## src/rtl/fwr_pkg.sv

```systemverilog
package fwr_pkg;
  typedef enum logic [2:0] {
    ST_OFF,
    ST_HUNT,
    ST_VERIFY,
    ST_LOCKED,
    ST_FAULT
  } rx_state_t;
endpackage

```

## src/rtl/frx_window.sv

```systemverilog
// Frame-wide shift window; the oldest bit sits at index 0.
module frx_window #(
  parameter int FRAME_W = 25
) (
  input  logic               clk,
  input  logic               rst,
  input  logic               shift_en,
  input  logic               bit_in,
  output logic [FRAME_W-1:0] win
);
  always_ff @(posedge clk) begin
    if (rst) begin
      win <= '0;
    end else if (shift_en) begin
      win <= {bit_in, win[FRAME_W-1:1]};
    end
  end
endmodule

```

## src/rtl/frx_frame_check.sv

```systemverilog
// Combinational frame test: zero guard, every boundary bit inverse of last payload bit.
module frx_frame_check #(
  parameter int DATA_W = 22,
  parameter int BND_W  = 2,
  localparam int FRAME_W = 1 + DATA_W + BND_W
) (
  input  logic [FRAME_W-1:0] win,
  output logic               frame_ok,
  output logic [DATA_W-1:0]  payload
);
  logic [BND_W-1:0] bnd_ok;

  for (genvar i = 0; i < BND_W; i++) begin : g_bnd
    assign bnd_ok[i] = (win[DATA_W+1+i] == ~win[DATA_W]);
  end

  assign payload  = win[DATA_W:1];
  assign frame_ok = ~win[0] & (&bnd_ok);
endmodule

```

## src/rtl/frx_outreg.sv

```systemverilog
// Output word register and word clock; the pulse trails the data by one cycle.
module frx_outreg #(
  parameter int DATA_W = 22
) (
  input  logic              clk,
  input  logic              rst,
  input  logic              keep,
  input  logic              load,
  input  logic [DATA_W-1:0] data_in,
  output logic [DATA_W-1:0] word_out,
  output logic              word_clk
);
  logic pend;

  always_ff @(posedge clk) begin
    if (rst || !keep) begin
      word_out <= '0;
      pend     <= 1'b0;
      word_clk <= 1'b0;
    end else begin
      if (load) word_out <= data_in;
      pend     <= load;
      word_clk <= pend;
    end
  end
endmodule

```

## src/rtl/frame_word_rx.sv

```systemverilog
module frame_word_rx #(
  parameter int DATA_W      = 22,
  parameter int BND_W       = 2,
  parameter int LOCK_FRAMES = 4
) (
  input  logic              clk,
  input  logic              rst,
  input  logic              link_en,
  input  logic              line_driven,
  input  logic              ser_bit,
  output logic [DATA_W-1:0] word_out,
  output logic              word_clk,
  output logic              locked,
  output logic              pullup_req
);
  import fwr_pkg::*;

  localparam int FRAME_W = 1 + DATA_W + BND_W;
  localparam int CNT_W   = $clog2(FRAME_W + 1);
  localparam int GOOD_W  = $clog2(LOCK_FRAMES + 1);

  rx_state_t          st, st_n;
  logic [CNT_W-1:0]   seen, seen_n;
  logic [CNT_W-1:0]   pos, pos_n;
  logic [GOOD_W-1:0]  good, good_n;
  logic               pull_n;
  logic               shift_en;
  logic               deliver;
  logic [FRAME_W-1:0] win;
  logic               frame_ok;
  logic [DATA_W-1:0]  payload;

  frx_window #(.FRAME_W(FRAME_W)) u_win (
    .clk      (clk),
    .rst      (rst),
    .shift_en (shift_en),
    .bit_in   (ser_bit),
    .win      (win)
  );

  frx_frame_check #(.DATA_W(DATA_W), .BND_W(BND_W)) u_chk (
    .win      (win),
    .frame_ok (frame_ok),
    .payload  (payload)
  );

  frx_outreg #(.DATA_W(DATA_W)) u_out (
    .clk      (clk),
    .rst      (rst),
    .keep     (st_n == ST_LOCKED),
    .load     (deliver),
    .data_in  (payload),
    .word_out (word_out),
    .word_clk (word_clk)
  );

  always_comb begin
    st_n     = st;
    seen_n   = seen;
    pos_n    = pos;
    good_n   = good;
    pull_n   = pullup_req;
    shift_en = 1'b0;
    deliver  = 1'b0;
    if (!link_en) begin
      st_n   = ST_OFF;
      pull_n = 1'b0;
    end else begin
      case (st)
        ST_OFF: begin
          pull_n = 1'b0;
          if (line_driven) begin
            st_n   = ST_HUNT;
            seen_n = '0;
          end
        end
        ST_FAULT: begin
          pull_n = 1'b1;
          if (!line_driven) begin
            st_n   = ST_OFF;
            pull_n = 1'b0;
          end
        end
        default: begin
          if (!line_driven) begin
            st_n = ST_OFF;
          end else begin
            shift_en = 1'b1;
            if (st == ST_HUNT) begin
              if (seen != CNT_W'(FRAME_W)) seen_n = seen + 1'b1;
              if (seen == CNT_W'(FRAME_W) && frame_ok) begin
                pos_n  = CNT_W'(1);
                good_n = GOOD_W'(1);
                if (LOCK_FRAMES == 1) begin
                  st_n    = ST_LOCKED;
                  deliver = 1'b1;
                end else begin
                  st_n = ST_VERIFY;
                end
              end
            end else begin
              pos_n = pos + 1'b1;
              if (pos == CNT_W'(FRAME_W)) begin
                pos_n = CNT_W'(1);
                if (frame_ok) begin
                  if (st == ST_LOCKED) begin
                    deliver = 1'b1;
                  end else begin
                    good_n = good + 1'b1;
                    if (good + 1'b1 == GOOD_W'(LOCK_FRAMES)) begin
                      st_n    = ST_LOCKED;
                      deliver = 1'b1;
                    end
                  end
                end else if (st == ST_LOCKED) begin
                  st_n   = ST_FAULT;
                  pull_n = 1'b1;
                end else begin
                  st_n = ST_HUNT;
                end
              end
            end
          end
        end
      endcase
    end
  end

  always_ff @(posedge clk) begin
    if (rst) begin
      st         <= ST_OFF;
      seen       <= '0;
      pos        <= '0;
      good       <= '0;
      pullup_req <= 1'b0;
    end else begin
      st         <= st_n;
      seen       <= seen_n;
      pos        <= pos_n;
      good       <= good_n;
      pullup_req <= pull_n;
    end
  end

  assign locked = (st == ST_LOCKED);
endmodule

```

## config.mk

```make
export PLATFORM = sky130hd
export DESIGN_NAME = frame_word_rx
export DESIGN_NICKNAME = d
export VERILOG_FILES = /design/src/rtl/fwr_pkg.sv /design/src/rtl/frx_window.sv /design/src/rtl/frx_frame_check.sv /design/src/rtl/frx_outreg.sv /design/src/rtl/frame_word_rx.sv
export SDC_FILE = /design/constraint.sdc
export NUM_CORES = 1
export LEC_CHECK = 0
export ABC_CLOCK_PERIOD_IN_PS = 1800
export BUFFER_PORTS_ARGS = -buffer_cell sky130_fd_sc_hd__buf_2
export CORE_MARGIN = 2
export CORE_UTILIZATION = 30
export CTS_BUF_LIST = sky130_fd_sc_hd__clkbuf_4 sky130_fd_sc_hd__clkbuf_8 sky130_fd_sc_hd__clkbuf_16
export DETAILED_ROUTE_END_ITERATION = 12
export PLACE_DENSITY = 0.5
export SLEW_MARGIN = 25
export SYNTH_ARGS = -nofsm -noshare
export SYNTH_HDL_FRONTEND = slang
export SYNTH_SLANG_ARGS = --single-unit
```

## constraint.sdc

```tcl
create_clock -name clk -period 1.8 [get_ports clk]
set_input_delay 0.54 -clock clk [delete_from_list [all_inputs] [get_ports clk]]
set_output_delay 0.54 -clock clk [all_outputs]
set_load 0.005 [all_outputs]
```

==> impl_metrics.ini, run 1 <==
[outcome]
run_status = finished with violations
violations = setup timing

[timing]
whs_ns = 0.412
maxClockFrequency_mhz = 533
timing_max_transition_violations_final = 0
final-setup-viol-count = 27
max_slew_margin_vs_limit_pct = 71.1
fin_skew_ns = 0.00566
sum_neg_setup_slack_ns = -1.31
grt_setup_unrepaired = true
finalWorstPathRequiredPeriod_ns = 1.87
max_slew.worst_pin.slew_ns = 0.434
least_setup_slack_across_all_paths_after_layout_ns = -0.0744
timing.final.hold_violations = 0
period_share_pct = 104

[place]
minimum_setup_slack_after_placement_ns = -0.156
port-buffer-count = 29
globalplace.congestion = 0.848
hpwl_mm = 4.35

[logic_synthesis]
syn-mean-instance-area_um2 = 8.01
top_area_cell_type_share_of_the_netlist_area_pct = 47.8
synth.top_cells.by_count = 107 x nand2_1, 66 x dfxtp_1, 56 x a21oi_1
synth-xor-area-share_pct = 1.27
mappedNetlistArea_um2 = 2770
syn_inst = 345
mappedNetlistNets = 356
synth-warning-count = 0
yosysTopAreaCell = dfxtp_1
synthDistinctLibCells = 48
synth-edff-count = 0
synthSimpleGateAreaFrac_pct = 25.5
yosys_register_bits = 66
postSynth.topFlopCell = dfxtp_1
post_synth_fa_ha_maj_area_fraction_pct = 2.71
post_synth_main_area_contributors = dfxtp_1 48%, nand2_1 15%, a21oi_1 10%
post-synth-top-count-cell = nand2_1
ys_seq_area_share_pct = 47.8
asyncSetResetFlopFracSynth_pct = 0
synth-compound-area-share_pct = 18.6
largest_family_of_logic_cells_by_synthesized_area = simple AND/OR/NAND/NOR gates
muxShareOfSynthArea_pct = 0.362

[critical_path]
worstPathRequired_ns = 2.07
reg2reg_slack_ns = -0.07
timing.setup.critical_path_class = reg2reg
arrival_ns = 2.15
critical_path.endpoint_type = register
crit_top_cell = buf_4
worst-path-max-fanout = 5
worst_r2r_startpoint = u_win.win[0]$_SDFFE_PP0P_
startpoint_type = register
critical-path-slowest-cell = dfxtp_2
worstPathCellList = buf_4 > and4bb_2 > nor2_1 > buf_4 > a2111oi_4 > buf_6 > clkbuf_16 > nand2_1 > a21oi_1
regToRegEndpoint = u_out.word_out[5]$_SDFFE_PP0P_
slowest_delay_ns = 0.34
worst_r2r_path_depth = 9

[floorplanning]
coreArea_um2 = 9110
die_x_um = 100
ios = 30
start_util_pct = 30.4
fp.dieH_um = 100
floorplan.rows = 35
dieArea_um2 = 10000

[clock_network]
clk_pin_slew_ns = 0.07
cts.hold.buffers_added = 0
cts_tree = done
cts-root-to-sink-buffers = 2
cts_inserted_buffers = 9
root_buffer_selected_by_cts = clkbuf_8
cts-htree-levels = 3
cts_num_sinks = 66
insertion_delay_ns = 0.34

[final_layout]
final_core_util_pct = 42.4
layout_area_overhead_pct = 39.7
finalNetCount = 427
nFillCells = 948
ant_diodes = 0
drive_gt1_share_pct = 34.2

[power_and_ir_drop]
maximum_vdd_ir_drop_mv = 0.389
power.density_cell_area_nw_per_um2 = 762
cell_leakage_power_nw = 1.43

[min_path]
worst_hold_startpoint = u_out.pend$_SDFF_PP0_
min_to = u_out.word_clk$_SDFF_PP0_
hold_path_class = reg2reg
hold_path_depth = 2

[grt]
globalRouteOverflowTotal = 0
total_routing_resource_utilization_after_global_routing_pct = 14.4
global_route_wire_length_before_repair_mm = 11.4
first_global_vias = 2372
grt_antenna_before_repair = 0
grt_max_degree = 38

[detailed_routing]
postRouteWirelength_mm = 7.01
antenna_violating_nets_post_route = 0
post_drt_via_cell_ratio = 4.84
first_pass_iters = 4
detail_route.iter0.violations = 131
dr_total_vias = 2573
route.detailed.wl_per_inst_um = 13.2
drc = 0

[job]
number_of_max_cap_violations = 0
-- power by group --
group	total [mW]	leakage [nW]	switching [mW]	internal, mW
Combinational	0.0746	0.788	0.0466	0.0280
Clock	1.41	0.102	0.608	0.797
Sequential	1.46	0.536	0.00235	1.46
-- worst max-delay path by stage --
stage                          startpoint                               to  slack (ns)  cells past startpoint
2_1_floorplan   u_win.win[0]$_SDFFE_PP0P_              pos[4]$_SDFFE_PP0P_       -0.04                      6
3_3_place_gp         good[0]$_SDFFE_PP0P_                 st[0]$_SDFF_PP0_       -0.19                      7
3_5_place_dp   u_win.win[24]$_SDFFE_PP0P_            u_out.pend$_SDFF_PP0_       -0.16                      6
4_1_cts         u_win.win[0]$_SDFFE_PP0P_              pos[4]$_SDFFE_PP0P_       -0.05                      5
5_1_grt        u_win.win[24]$_SDFFE_PP0P_  u_out.word_out[10]$_SDFFE_PP0P_       -0.20                      8
6_report        u_win.win[0]$_SDFFE_PP0P_   u_out.word_out[5]$_SDFFE_PP0P_       -0.07                      9
-- layout by cell type, fill, tap and decap left out, types with 2 or more instances in the layout --
cell type / instances
a2111oi_4: 2
a211oi_1: 3
a21oi_1: 47
a21oi_2: 9
and3_1: 2
buf_12: 3
buf_2: 29
buf_4: 42
buf_6: 3
bufinv_16: 2
clkbuf_16: 2
clkbuf_8: 9
clkinvlp_4: 3
dfxtp_1: 57
dfxtp_2: 8
ha_1: 4
ha_4: 2
inv_1: 4
inv_2: 2
nand2_1: 103
nand2_2: 3
nand3_1: 2
nand4_1: 4
nand4b_1: 2
nor2_1: 18
nor3_1: 2
nor3b_1: 2
nor4_2: 2
o21ai_0: 4
o21ai_1: 3
o31a_1: 2
or4_4: 2
xor2_1: 3
-- registers in the layout, indices dropped and copies added (netlist names) --
signal	flops
u_out.word_clk	1
seen	5
u_win.win	25
pullup_req	1
good	3
pos	5
u_out.pend	1
u_out.word_out	22
st	3
-- timing repair --
action,4_1_cts,5_1_grt
cloned,0,3
buffers inserted,3,7
pin swaps,3,20
setup endpoints to repair,29,35
resized for setup,22,35
-- critical path: cells and delay by family (launching register included) --
family	cells	cell delay [ns]
buffers and inverters	4	0.64
flip-flops	1	0.34
AND/OR/NAND/NOR	3	0.38
AO/OA/AOI/OAI	2	0.45
-- area by class of cell --
type	instances	area [um^2]	area share (%)
inverters	6	22.5	0.583
clock inverters	6	91.3	2.36
repair buffers	79	604	15.6
well taps	111	139	3.60
multi-input cells	254	1540	39.8
clock buffers	10	131	3.40
flip-flops and latches	66	1340	34.6
-- layer usage --
metal	share of wire [%]	track usage, %	up-vias
met1	49	19.2	1201
met3	2.8	2.86	14
met5	0	0	-
met2	46	22.0	34
li1	-	-	1324
met4	2.3	7.69	0
-- logic make-up (layout without fill, tap and decap cells) --
family,Yosys count,after routing
xor+xnor,4,4
compound gates,85,85
buf+inv,25,101
fa+ha+maj,6,6
flops,66,66
mux,1,1
simple gates,158,158
-- stage by stage --
step	total power, mW	area [um^2]	std cells
floorplan	1.53	2790	345
global placement	1.56	3290	503
finish	2.94	3860	532
CTS	2.97	3620	522
detailed placement	1.56	3290	503
global route	3.04	3860	532
Power figures use the tool's default switching activity.
==> run 2: changes to the inputs <==
- GPL_TIMING_DRIVEN: unset -> 0
- SLEW_MARGIN: 25 -> 20
==> run 2 against run 1 <==
The run still ends with setup timing left. Power is 11% lower. Global-route usage up 1.3 points. Die area stayed put. Maximum frequency decreased by 5.1%. Sequential share of layout area fell by 1.2 points. Worst hold slack improved by 0.029 ns. Sequential power is essentially flat. Final area grew 4.4%. Flip-flop and latch count stayed put. Non-clock buffer count increased by 4. Via count grew 2.3%. Clock skew grew 0.0028 ns. Critical path type unchanged. Critical endpoint is now u_out.word_out[4]$_SDFFE_PP0P_. Largest cell class unchanged. Largest power group unchanged.
==> impl_metrics.ini, run 2 (same netlist as run 1, synthesis figures left out) <==
[outcome]
run_status = finished with violations
violations = setup timing

[detailed_routing]
first_pass_iters = 4
drc = 0
dr_total_vias = 2633
detail_route.iter0.violations = 78
antenna_violating_nets_post_route = 0
route.detailed.wl_per_inst_um = 14.1
postRouteWirelength_mm = 7.55
post_drt_via_cell_ratio = 4.91

[grt]
total_routing_resource_utilization_after_global_routing_pct = 15.7
globalRouteOverflowTotal = 0
global_route_wire_length_before_repair_mm = 12.3
grt_antenna_before_repair = 0
grt_max_degree = 13
first_global_vias = 2564

[place]
minimum_setup_slack_after_placement_ns = -0.518
globalplace.congestion = 0.756
postPlaceCellArea_um2 = 3080
port-buffer-count = 29
hpwl_mm = 4.47

[floorplanning]
fp.dieH_um = 100
dieArea_um2 = 10000
ios = 30
die_x_um = 100
start_util_pct = 30.4
coreArea_um2 = 9110
floorplan.rows = 35

[timing]
fin_skew_ns = 0.00843
finalWorstPathRequiredPeriod_ns = 1.98
final-setup-viol-count = 32
timing_max_transition_violations_final = 0
period_share_pct = 110
least_setup_slack_across_all_paths_after_layout_ns = -0.175
max_slew_margin_vs_limit_pct = 63.5
timing.final.hold_violations = 0
max_slew.worst_pin.slew_ns = 0.547
grt_setup_unrepaired = true
maxClockFrequency_mhz = 506

[min_path]
hold_path_class = in2reg
hold_path_depth = 3

[power_and_ir_drop]
portion_of_total_power_attributed_to_sequential_cells_pct = 55.3
cell_leakage_power_nw = 1.55
maximum_vdd_ir_drop_mv = 0.249
switching_share_of_power_pct = 25.1
power_switching_mw = 0.660
cell_internal_pwr_mw = 1.97
combPwrFrac_pct = 2.9
clock_power_share_pct = 41.8
power.total_mw = 2.63
power.density_cell_area_nw_per_um2 = 653

[final_layout]
finalNetCount = 431
ant_diodes = 0
drive_gt1_share_pct = 38.1
layout_common_cells = 95 x nand2_1, 57 x dfxtp_1, 41 x a21oi_1
mostFrequentLayoutCell = nand2_1
largest_registers = u_win.win x25, u_out.word_out x22
final_design_area_no_fill_um2 = 4030
largest_register_by_flop_count = u_win.win
layout_area_overhead_pct = 45.8
largest_register_ff_count = 25
final_core_util_pct = 44.3

[critical_path]
startpoint_type = register
arrival_ns = 2.22
cp.buffers_inverters = 4
critical_path.endpoint_type = register
critPathTopFamily = compound AO/OA/AOI/OAI gates
slowest_delay_ns = 0.35
timing.setup.critical_path_class = reg2reg
worst-path-max-fanout = 7
worstPathCellList = inv_2 > ha_4 > and4b_2 > a311oi_2 > a211oi_2 > buf_4 > o21ai_4 > buf_6 > clkbuf_16 > a21oi_2
worstPathRequired_ns = 2.04
critical-path-slowest-cell = a311oi_2
critical_path_cell_count = 10
worst_r2r_path_depth = 10

[clock_network]
cts_inserted_buffers = 9
insertion_delay_ns = 0.35
cts_tree = done
clk_pin_slew_ns = 0.08
cts-htree-levels = 3
root_buffer_selected_by_cts = clkbuf_8
cts-root-to-sink-buffers = 2
cts_num_sinks = 66

[job]
number_of_max_cap_violations = 0
-- run 2: cell count changes in the layout (fill, tap and decap cells not counted), sizes merged --
cell    before  now
buf         77   73
clkinv       1    4
clkbuf      12   19
bufinv       2    0
-- run 2: layer usage --
| metal | share of wire [%] | vias up | track usage (%) | wire length [um] |
|---|---|---|---|---|
| li1 | - | 1329 | - | - |
| met1 | 47 | 1249 | 20.5 | 3510 |
| met2 | 48 | 42 | 24.5 | 3610 |
| met3 | 3.5 | 13 | 3.97 | 263 |
| met4 | 2.2 | 0 | 7.17 | 163 |
| met5 | 0 | - | 0 | 0 |
-- run 2: timing repair --
item | CTS | global route
setup buffers | 20 | 12
hold buffers | 0 | 0
gates cloned | 4 | 0
setup endpoints to repair | 39 | 38
pin swaps | 9 | 28
resized for setup | 79 | 53
-- run 2: power by group through the flow --
stage | Combinational, mW | Sequential [mW] | Clock (mW)
after global routing | 0.0840 | 1.45 | 1.20
after CTS | 0.0709 | 1.46 | 1.14
after detailed placement | 0.0610 | 1.50 | 0
final | 0.0764 | 1.45 | 1.10
after global placement | 0.0610 | 1.50 | 0
after floorplan | 0.0388 | 1.50 | 0
-- run 2: final timing paths --
kind / from / end / slack, ns
hold / removal: ser_bit / u_win.win[24]$_SDFFE_PP0P_ / 0.44
setup reg to reg: pos[1]$_SDFFE_PP0P_ / u_out.word_out[4]$_SDFFE_PP0P_ / -0.18
setup / recovery: pos[1]$_SDFFE_PP0P_ / u_out.word_out[4]$_SDFFE_PP0P_ / -0.18
hold reg to reg: u_out.pend$_SDFF_PP0_ / u_out.word_clk$_SDFF_PP0_ / 0.45
-- run 2: final cells by class --
cell class	count	area, um^2
Clock inverter	7	46.3
Sequential cell	66	1350
Tap cell	111	139
Clock buffer	9	124
Multi-Input combinational cell	254	1710
Buffer	18	168
Timing Repair Buffer	65	474
Inverter	6	22.5
Fill cell	917	5080
-- run 2: worst min-delay path, cell delays in order --
cell and delay (ns):
buf_2 0.10, nand2_1 0.05, a21oi_1 0.05
-- run 2: per-stage QoR --
| stage | setup TNS, ns | hold WS (ns) | std cells |
|---|---|---|---|
| global route | -4.53 | 0.426 | 536 |
| detailed placement | -12.99 | 0.412 | 485 |
| finish | -2.70 | 0.441 | 536 |
| CTS | -1.51 | 0.427 | 524 |
| floorplan | -0.0435 | 0.394 | 345 |
| global placement | -13.23 | 0.406 | 485 |
==> run 3: changes to the inputs <==
==> constraint.sdc (replaced) <==
create_clock -name clk -period 1.8 [get_ports clk]
set_input_delay 0.36 -clock clk [delete_from_list [all_inputs] [get_ports clk]]
set_output_delay 0.36 -clock clk [all_outputs]
set_load 0.005 [all_outputs]
==> run 3 against run 2 <==
The run still ends with setup timing left. Die area stayed put. Register-to-register slack better by 0.03 ns. Final area is 2.0% higher. Worst setup slack better by 0.026 ns. Sequential share of layout area is 0.67 points lower. Routed wire length is 1.1% lower. Combinational power is 2% lower. Clock skew is 0.00060 ns lower. Critical path type unchanged. Critical endpoint is now pos[4]$_SDFFE_PP0P_. Highest routed layer unchanged.
==> impl_metrics.ini, run 3 (same netlist as run 1, synthesis figures left out) <==
[outcome]
violations = setup timing
run_status = finished with violations

[critical_path]
timing.setup.critical_path_class = reg2reg
slowest_delay_ns = 0.54
startpoint_type = register
critical-path-slowest-cell = or4b_4
worstPathCellList = or4b_4 > a211oi_4 > nor2_2 > buf_6 > or4_4 > a21oi_2
cp.buffers_inverters = 1
critical_path.endpoint_type = register
worstPathRequired_ns = 2.08
critPathTopFamily = simple AND/OR/NAND/NOR gates
arrival_ns = 2.23
worst-path-max-fanout = 7

[detailed_routing]
detail_route.iter0.violations = 95
postRouteWirelength_mm = 7.47
post_drt_via_cell_ratio = 4.96
antenna_violating_nets_post_route = 0
drc = 0
route.detailed.wl_per_inst_um = 14.1
first_pass_iters = 4
dr_total_vias = 2618

[timing]
finalWorstPathRequiredPeriod_ns = 1.95
final-setup-viol-count = 27
grt_setup_unrepaired = true
maxClockFrequency_mhz = 513
max_slew_margin_vs_limit_pct = 63.5
fin_skew_ns = 0.00783
sum_neg_setup_slack_ns = -2.74
timing_max_transition_violations_final = 0
timing.final.hold_violations = 0
max_slew.worst_pin.slew_ns = 0.547
whs_ns = 0.260
least_setup_slack_across_all_paths_after_layout_ns = -0.150
period_share_pct = 108

[power_and_ir_drop]
cell_internal_pwr_mw = 1.97
maximum_vdd_ir_drop_mv = 0.227
portion_of_total_power_attributed_to_sequential_cells_pct = 55.4
switching_share_of_power_pct = 25.0
combPwrFrac_pct = 2.8
cell_leakage_power_nw = 1.44
power.total_mw = 2.63
clock_power_share_pct = 41.8
power_switching_mw = 0.656
power.density_cell_area_nw_per_um2 = 639

[floorplanning]
ios = 30
start_util_pct = 30.4
die_x_um = 100
floorplan.rows = 35
coreArea_um2 = 9110
fp.dieH_um = 100
dieArea_um2 = 10000

[grt]
grt_antenna_before_repair = 0
grt_max_degree = 13
first_global_vias = 2439
global_route_wire_length_before_repair_mm = 11.8
globalRouteOverflowTotal = 0
total_routing_resource_utilization_after_global_routing_pct = 14.9

[final_layout]
final_core_util_pct = 45.1
largest_registers = u_win.win x25, u_out.word_out x22
mostFrequentLayoutCell = nand2_1
largest_register_ff_count = 25
largest_register_by_flop_count = u_win.win
final_design_area_no_fill_um2 = 4110
ant_diodes = 0
layout_area_overhead_pct = 48.6
finalNetCount = 423
layout_common_cells = 80 x nand2_1, 56 x dfxtp_1, 33 x a21oi_1
final_cell_count_no_fill = 528
sequential_cell_area_um2 = 1340
drive_gt1_share_pct = 42.4
multi_input_comb_area_um2 = 1820
nFillCells = 909

[job]
number_of_max_cap_violations = 0

[clock_network]
cts.hold.buffers_added = 0
root_buffer_selected_by_cts = clkbuf_8
cts_num_sinks = 66
clk_pin_slew_ns = 0.08
cts-root-to-sink-buffers = 2
cts_inserted_buffers = 9
cts_tree = done
cts-htree-levels = 3
insertion_delay_ns = 0.35

[place]
globalplace.congestion = 0.756
postPlaceCellArea_um2 = 3080
port-buffer-count = 29
post-place-cells = 485
minimum_setup_slack_after_placement_ns = -0.518
hpwl_mm = 4.47

[min_path]
hold_path_class = in2reg
run 3: cell types whose count changed in the layout (fill, tap and decap cells not counted), sizes merged:
| cell | before | now |
|---|---|---|
| clkbuf | 19 | 21 |
| buf | 73 | 63 |
run 3: layer usage:
metal	track usage, %	vias to the layer above	wire, um
met5	0	-	0
met4	7.90	0	165
met3	2.92	14	212
met2	22.9	45	3510
met1	19.8	1243	3570
li1	-	1316	-
run 3: final timing paths:
check	startpoint	endpoint	slack, ns	cells after the start
max	u_win.win[23]$_SDFFE_PP0P_	pos[4]$_SDFFE_PP0P_	-0.15	6
min reg2reg	u_out.pend$_SDFF_PP0_	u_out.word_clk$_SDFF_PP0_	0.44	2
min	ser_bit	u_win.win[24]$_SDFFE_PP0P_	0.26	3
max reg2reg	u_win.win[23]$_SDFFE_PP0P_	pos[4]$_SDFFE_PP0P_	-0.15	6
run 3: repair_timing:
item | in CTS | in global routing
setup endpoints to repair | 39 | 37
setup buffers | 12 | 11
pin swaps | 8 | 40
gates cloned | 1 | 4
hold endpoints to repair | 0 | 0
resized for setup | 55 | 105
run 3: layout make-up:
cell class | count | area share, %
clock inverters | 7 | 1.13
repair buffers | 57 | 10.7
multi-input cells | 254 | 44.4
well taps | 111 | 3.38
flip-flops and latches | 66 | 32.7
plain buffers | 18 | 4.08
inverters | 6 | 0.670
clock buffers | 9 | 3.01
run 3: worst register-to-register path, delay by kind of cell, from the launching register on:
| kind | cells | cell delay (ns) |
|---|---|---|
| AO/OA/AOI/OAI | 2 | 0.37 |
| flip-flops | 1 | 0.35 |
| buffers and inverters | 1 | 0.14 |
| AND/OR/NAND/NOR | 3 | 1.03 |
run 3: power groups by stage:
stage,clock network (mW),registers (mW),logic [mW]
finish,1.10,1.46,0.0746
global placement,0,1.50,0.0610
detailed placement,0,1.50,0.0610
global route,1.19,1.46,0.0827
CTS,1.14,1.46,0.0667
floorplan,0,1.50,0.0388
